File: src/rtl/csa_pkg.sv
package csa_pkg;

    typedef enum logic [2:0] {
        ST_IDLE,
        ST_SETUP,
        ST_STROBE,
        ST_HOLD,
        ST_DRAIN,
        ST_RESET
    } phase_t;

    typedef enum logic [1:0] {
        ACC_NONE,
        ACC_ADDR,
        ACC_DATA
    } acc_t;

    // Bundle of asynchronous bus controls that cross into the engine clock
    typedef struct packed {
        logic strobe;
        logic dtr;
        logic hlda;
        logic dack;
        logic rst_req;
    } bus_ctl_t;

    function automatic int unsigned max3(input int unsigned a, input int unsigned b,
                                         input int unsigned c);
        int unsigned m;
        m = (a > b) ? a : b;
        return (m > c) ? m : c;
    endfunction

endpackage

File: src/rtl/csa_sync.sv
module csa_sync #(
    parameter int W      = 1,
    parameter int STAGES = 2
) (
    input  logic         clk,
    input  logic         rst,
    input  logic [W-1:0] d,
    output logic [W-1:0] q
);
    logic [STAGES-1:0][W-1:0] chain;

    always_ff @(posedge clk) begin
        if (rst) begin
            chain <= '0;
        end else begin
            chain[0] <= d;
            for (int i = 1; i < STAGES; i++) begin
                chain[i] <= chain[i-1];
            end
        end
    end

    assign q = chain[STAGES-1];
endmodule

File: src/rtl/csa_port_decode.sv
module csa_port_decode
    import csa_pkg::*;
#(
    parameter int              ADDR_W    = 8,
    parameter logic [ADDR_W-1:0] ADDR_PORT = 8'h40,
    parameter logic [ADDR_W-1:0] DATA_PORT = 8'h41
) (
    input  logic [ADDR_W-1:0] addr,
    input  logic              hlda_s,
    input  logic              dack_s,
    output acc_t              kind
);
    always_comb begin
        if (hlda_s) begin
            // DMA owns the bus: only the engine channel acknowledge counts
            kind = dack_s ? ACC_DATA : ACC_NONE;
        end else if (addr == ADDR_PORT) begin
            kind = ACC_ADDR;
        end else if (addr == DATA_PORT) begin
            kind = ACC_DATA;
        end else begin
            kind = ACC_NONE;
        end
    end
endmodule

File: src/rtl/csa_strobe_seq.sv
module csa_strobe_seq
    import csa_pkg::*;
#(
    parameter int SETUP_CYC = 2,
    parameter int MIN_CYC   = 4,
    parameter int MAX_CYC   = 19,
    parameter int HOLD_CYC  = 2
) (
    input  logic clk,
    input  logic rst,
    input  logic strobe_s,
    input  logic rst_req_s,
    input  logic hlda_s,
    input  logic dtr_s,
    input  acc_t kind,
    output logic as_n,
    output logic ds_n,
    output logic rw,
    output logic rdy,
    output logic busy,
    output logic sel
);
    localparam int CNT_TOP = max3(SETUP_CYC, MAX_CYC, HOLD_CYC);
    localparam int CNT_W   = $clog2(CNT_TOP + 1);
    localparam logic [CNT_W-1:0] SETUP_LAST = CNT_W'(SETUP_CYC - 1);
    localparam logic [CNT_W-1:0] MIN_LAST   = CNT_W'(MIN_CYC - 1);
    localparam logic [CNT_W-1:0] MAX_LAST   = CNT_W'(MAX_CYC - 1);
    localparam logic [CNT_W-1:0] HOLD_LAST  = CNT_W'(HOLD_CYC - 1);

    phase_t           phase;
    logic [CNT_W-1:0] cnt;
    acc_t             kind_q;
    logic             min_met;
    logic             end_strobe;

    assign min_met    = (cnt >= MIN_LAST);
    assign end_strobe = (min_met && !strobe_s) || (cnt == MAX_LAST);

    always_ff @(posedge clk) begin
        if (rst) begin
            phase  <= ST_IDLE;
            cnt    <= '0;
            kind_q <= ACC_NONE;
            as_n   <= 1'b1;
            ds_n   <= 1'b1;
            rw     <= 1'b1;
            rdy    <= 1'b1;
            busy   <= 1'b0;
            sel    <= 1'b0;
        end else if (rst_req_s) begin
            // joint low strobes signal engine reset
            phase <= ST_RESET;
            cnt   <= '0;
            as_n  <= 1'b0;
            ds_n  <= 1'b0;
            rdy   <= 1'b1;
            busy  <= 1'b0;
            sel   <= 1'b0;
        end else begin
            unique case (phase)
                ST_RESET: begin
                    as_n  <= 1'b1;
                    ds_n  <= 1'b1;
                    phase <= ST_DRAIN;
                end
                ST_IDLE: begin
                    if (strobe_s) begin
                        if (kind == ACC_NONE) begin
                            if (!hlda_s) sel <= 1'b0;
                            phase <= ST_DRAIN;
                        end else begin
                            kind_q <= kind;
                            rw     <= ~dtr_s;
                            rdy    <= 1'b0;
                            busy   <= 1'b1;
                            cnt    <= '0;
                            if (kind == ACC_ADDR) sel <= 1'b1;
                            phase  <= ST_SETUP;
                        end
                    end
                end
                ST_SETUP: begin
                    if (cnt == SETUP_LAST) begin
                        cnt   <= '0;
                        phase <= ST_STROBE;
                        if (kind_q == ACC_ADDR) as_n <= 1'b0;
                        else                    ds_n <= 1'b0;
                    end else begin
                        cnt <= cnt + 1'b1;
                    end
                end
                ST_STROBE: begin
                    if (min_met) rdy <= 1'b1;
                    if (end_strobe) begin
                        as_n  <= 1'b1;
                        ds_n  <= 1'b1;
                        cnt   <= '0;
                        phase <= ST_HOLD;
                    end else begin
                        cnt <= cnt + 1'b1;
                    end
                end
                ST_HOLD: begin
                    if (cnt == HOLD_LAST) begin
                        busy  <= 1'b0;
                        phase <= ST_DRAIN;
                    end else begin
                        cnt <= cnt + 1'b1;
                    end
                end
                ST_DRAIN: begin
                    if (!strobe_s) phase <= ST_IDLE;
                end
                default: phase <= ST_IDLE;
            endcase
        end
    end
endmodule

File: src/rtl/crypto_strobe_adapter.sv
module crypto_strobe_adapter
    import csa_pkg::*;
#(
    parameter int                ADDR_W    = 8,
    parameter logic [ADDR_W-1:0] ADDR_PORT = 8'h40,
    parameter logic [ADDR_W-1:0] DATA_PORT = 8'h41,
    parameter int                SYNC_STG  = 2,
    parameter int                SETUP_CYC = 2,
    parameter int                MIN_CYC   = 4,
    parameter int                MAX_CYC   = 19,
    parameter int                HOLD_CYC  = 2
) (
    input  logic              clk,
    input  logic              rst,
    input  logic              bus_rd_n,
    input  logic              bus_wr_n,
    input  logic              bus_dtr,
    input  logic [ADDR_W-1:0] bus_addr,
    input  logic              dma_hlda,
    input  logic              dma_dack,
    input  logic              eng_rst_req,
    output logic              eng_as_n,
    output logic              eng_ds_n,
    output logic              eng_rw,
    output logic              dma_rdy,
    output logic              eng_bus_en
);
    localparam int CTL_W = $bits(bus_ctl_t);

    bus_ctl_t         ctl_raw;
    bus_ctl_t         ctl_s;
    logic [CTL_W-1:0] ctl_q;
    acc_t             kind;
    logic             busy;
    logic             sel;
    logic             rst_req_sync;

    always_comb begin
        ctl_raw.strobe  = ~bus_rd_n | ~bus_wr_n;
        ctl_raw.dtr     = bus_dtr;
        ctl_raw.hlda    = dma_hlda;
        ctl_raw.dack    = dma_dack;
        ctl_raw.rst_req = eng_rst_req;
    end

    csa_sync #(.W(CTL_W), .STAGES(SYNC_STG)) u_sync (
        .clk (clk),
        .rst (rst),
        .d   (ctl_raw),
        .q   (ctl_q)
    );

    assign ctl_s        = bus_ctl_t'(ctl_q);
    assign rst_req_sync = ctl_s.rst_req;

    csa_port_decode #(
        .ADDR_W   (ADDR_W),
        .ADDR_PORT(ADDR_PORT),
        .DATA_PORT(DATA_PORT)
    ) u_dec (
        .addr  (bus_addr),
        .hlda_s(ctl_s.hlda),
        .dack_s(ctl_s.dack),
        .kind  (kind)
    );

    csa_strobe_seq #(
        .SETUP_CYC(SETUP_CYC),
        .MIN_CYC  (MIN_CYC),
        .MAX_CYC  (MAX_CYC),
        .HOLD_CYC (HOLD_CYC)
    ) u_seq (
        .clk      (clk),
        .rst      (rst),
        .strobe_s (ctl_s.strobe),
        .rst_req_s(rst_req_sync),
        .hlda_s   (ctl_s.hlda),
        .dtr_s    (ctl_s.dtr),
        .kind     (kind),
        .as_n     (eng_as_n),
        .ds_n     (eng_ds_n),
        .rw       (eng_rw),
        .rdy      (dma_rdy),
        .busy     (busy),
        .sel      (sel)
    );

    // engine stays enabled for the whole DMA hold when it was selected
    assign eng_bus_en = busy | (ctl_s.hlda & sel);
endmodule

File: config.mk
export PLATFORM = sky130hd
export DESIGN_NAME = crypto_strobe_adapter
export DESIGN_NICKNAME = d
export VERILOG_FILES = /design/src/rtl/csa_pkg.sv /design/src/rtl/csa_sync.sv /design/src/rtl/csa_port_decode.sv /design/src/rtl/csa_strobe_seq.sv /design/src/rtl/crypto_strobe_adapter.sv
export SDC_FILE = /design/constraint.sdc
export NUM_CORES = 1
export LEC_CHECK = 0
export BUFFER_PORTS_ARGS = -buffer_cell sky130_fd_sc_hd__buf_2
export CORE_ASPECT_RATIO = 0.7
export CORE_UTILIZATION = 40
export CTS_CLUSTER_DIAMETER = 30
export DETAILED_ROUTE_END_ITERATION = 8
export PLACE_DENSITY = 0.63
export SLEW_MARGIN = 20
export SYNTH_ARGS = -nofsm -noshare
export SYNTH_HDL_FRONTEND = slang
export SYNTH_SLANG_ARGS = --single-unit
File: constraint.sdc
create_clock -name clk -period 1.9 [get_ports clk]
set_clock_uncertainty 0.15 [all_clocks]
set_input_delay 0.095 -clock clk [delete_from_list [all_inputs] [get_ports clk]]
set_output_delay 0.095 -clock clk [all_outputs]
set_load 0.02 [all_outputs]
==> flow_summary.json <==
{
  "grt_start_max_net_pins": 21,
  "rows": 17,
  "internal_power_uw": 803.2,
  "track_usage_pct": 17.02,
  "cts.sinks": 26,
  "ys_ff_latch": 26,
  "report.final.setup_viol": 1,
  "synthMostInstantiatedCell": "dfxtp_1",
  "pre_cts_slack_ps": -101.1,
  "whs_ps": 13.60,
  "fillers": 287,
  "wl_per_cell_um": 13.67,
  "num_vias": 1179,
  "p_sw_uw": 242.3,
  "grt_pass1_vias": 1058,
  "synth_cell_types": 49,
  "violations": "setup timing",
  "worstPathMaxFanout": 6,
  "drt_pass1_iterations": 4,
  "io_pins": 21,
  "cp.arrival_ps": 1930,
  "busiest_layer": "met2",
  "cts_tree": "yes",
  "clock_latency_ps": 270,
  "layout-drive-gt1-share_pct": 32.57,
  "cts_buffers": 3,
  "seq_area_frac_synth_pct": 39.28,
  "root_buffer": "clkbuf_8",
  "async_flop_share_pct": 0,
  "start_util_pct": 42.09,
  "end_kind": "register",
  "die_h_um": 50.16,
  "worst_ep_required_time_ps": 1910,
  "synthCells": 143,
  "drv_slew": 0,
  "gp_congestion": 0.9244,
  "clkPwrFrac_pct": 33.9,
  "dpl-instance-area_mm2": 0.001480,
  "grt_pass1_wl_mm": 4.616,
  "final_area_mm2": 0.001673,
  "antenna_found_initial": 0,
  "synth_area_per_cell_um2": 9.266,
  "worst_pin_slew_ps": 452.3,
  "p_leak_nw": 0.6448,
  "diodes": 0,
  "switching_share_pct": 23.17,
  "core_area_mm2": 0.003148,
  "cpPeakStageDelay_ps": 490,
  "vdd_drop_max_uv": 444.6,
  "met3_usage_pct": 4.819,
  "cap_violations": 0,
  "drtAntennaViolNets": 0,
  "syn_nets": 162,
  "period_share_pct": 101.5,
  "clock_path_buffers": 2,
  "area_growth_pct": 26.25,
  "synthTopCellsByCount": "26 x dfxtp_1, 11 x nand3_1, 11 x nor2_1, 11 x nor2b_1, 9 x inv_1",
  "power_frac_seq_pct": 55.2,
  "cts.clk_slew.worst_paths_ps": 80,
  "ys.flop_type": "dfxtp_1",
  "slowest_stage": "or4b_4",
  "synth_edf_count": 0,
  "ys_warn_count": 0,
  "pwr_density_cell_mw_per_mm2": 625.0,
  "die_x_um": 70.79,
  "drt-total-wl_mm": 2.912,
  "grt_overflow_total": 0,
  "h-tree-depth": 1,
  "io_buffers": 20,
  "fmax_mhz": 518.7,
  "netlist.area_leader.share_pct": 39.28,
  "status": "finished with violations",
  "hold_viol_final": 0,
  "syn_area_mm2": 0.001325,
  "hpwl_mm": 2.060,
  "final-seq-area_um2": 526.8,
  "grt.met1_usage_pct": 22.25,
  "multi_input_area_um2": 782.0,
  "period_minus_slack_ps": 1928,
  "via_per_inst": 5.535,
  "synth_top_area_cell": "dfxtp_1",
  "worstSetupStartpointType": "register",
  "crit_chain": "inv_2 -> ha_4 -> or4b_4 -> o21ai_4 -> o31ai_4 -> a32oi_1 -> o22ai_1",
  "layout.nets": 195,
  "netlist_top_cells_area": "dfxtp_1 39%, nor2b_1 5.2%, nand3_1 4.2%",
  "hp-class": "in -> reg",
  "pwr-share-comb_pct": 10.8,
  "finalCoreUtilization_pct": 53.14,
  "drc_errors": 0,
  "die_area_mm2": 0.003550,
  "drt_iter0_markers": 38,
  "rsz0062_at_grt": "true",
  "fin_ws_ps": -27.81,
  "grt_use_met2_pct": 26.44,
  "criticalPathCategory": "reg -> reg",
  "relSlewSlack_pct": 69.07
}
path summary, 6_finish.rpt:
| kind | cells after the start | start | to | slack, ps |
|---|---|---|---|---|
| worst min register to register | 1 | u_sync.chain[2] | u_sync.q[2] | 290 |
| worst max-delay path | 7 | u_seq.cnt[1] | u_seq.cnt[4] | -30 |
| worst max register to register | 7 | u_seq.cnt[1] | u_seq.cnt[4] | -30 |
| worst min-delay path | 4 | bus_addr[0] | u_seq.sel | 10 |
power groups by stage:
stage / combinational [mW] / clock [mW] / sequential, mW
2_1_floorplan: 0.0627 / 0 / 0.584
3_3_place_gp: 0.0957 / 0 / 0.589
3_5_place_dp: 0.0979 / 0 / 0.590
4_1_cts: 0.109 / 0.367 / 0.577
5_1_grt: 0.124 / 0.389 / 0.580
6_report: 0.113 / 0.355 / 0.577
flip-flops by register name, summed over array words and instances, names as in the netlist:
name	cells
u_seq.rdy	1
u_seq.phase	3
u_seq.as_n	1
u_seq.kind_q	2
u_seq.busy	1
u_seq.cnt	5
u_sync.q	5
u_sync.chain	5
u_seq.rw	1
u_seq.sel	1
u_seq.ds_n	1
per-stage QoR:
| stage | TNS (ps) | cells | power [mW] |
|---|---|---|---|
| 3_5_place_dp | -113.3 | 201 | 0.6880 |
| 5_1_grt | -241.1 | 213 | 1.093 |
| 6_report | -27.81 | 213 | 1.045 |
| 2_1_floorplan | 0 | 143 | 0.6469 |
| 3_3_place_gp | -18.74 | 201 | 0.6847 |
| 4_1_cts | -14.00 | 211 | 1.053 |
critical path, delay by kind of cell (launching register included):
kind / cells / cell delay [ps]
DFF: 1 / 370
buffers and inverters: 1 / 60
and+or+nand+nor: 1 / 490
AOI/OAI and AO/OA: 4 / 620
adders and majority gates: 1 / 110
logic make-up (layout without fill, tap and decap cells):
| family | Yosys count | in the layout | share of synthesized area (%) |
|---|---|---|---|
| AND/OR/NAND/NOR | 60 | 60 | 28.42 |
| AO/OA/AOI/OAI | 36 | 36 | 22.10 |
| flip-flops | 26 | 26 | 39.28 |
| buffers and inverters | 16 | 48 | 5.948 |
| adder cells (fa/ha/maj) | 3 | 3 | 2.833 |
| XOR/XNOR | 1 | 1 | 0.6611 |
| multiplexers | 1 | 1 | 0.7555 |
layout make-up:
class,count,area share (%)
tap,38,2.842
clock buffer,4,3.291
multi-input combinational,101,46.75
timing repair buffer,35,13.61
sequential,26,31.49
inverter,9,2.019
layer usage:
metal	part of all wire, %	wire length, um	vias up
li1	-	-	580
met1	49	1425	559
met2	45	1317	33
met3	4.4	129	7
met4	1.4	40	0
met5	0	0	-
placed cells by master (no fill, tap or decap), drive strengths merged, types with 3 or more instances in the layout:
master | netlist | final
a211oi | 5 | 5
clkbuf | 2 | 4
dfxtp | 26 | 26
nand2 | 7 | 7
ha | 3 | 3
and2 | 3 | 3
a32oi | 3 | 3
o21ai | 4 | 4
a21oi | 5 | 5
nand2b | 5 | 5
nor2 | 11 | 11
inv | 9 | 9
nor2b | 11 | 11
dlygate4sd3 | 0 | 6
nand3 | 11 | 11
buf | 5 | 29
what timing repair did:
action	4_1_cts	5_1_grt
pin swaps	0	4
hold buffers	6	0
gates resized for setup	4	11
setup buffers	0	2
hold endpoints to repair	5	0
endpoints found under the setup margin	5	8
No activity file was read; power rests on OpenSTA's default activity.
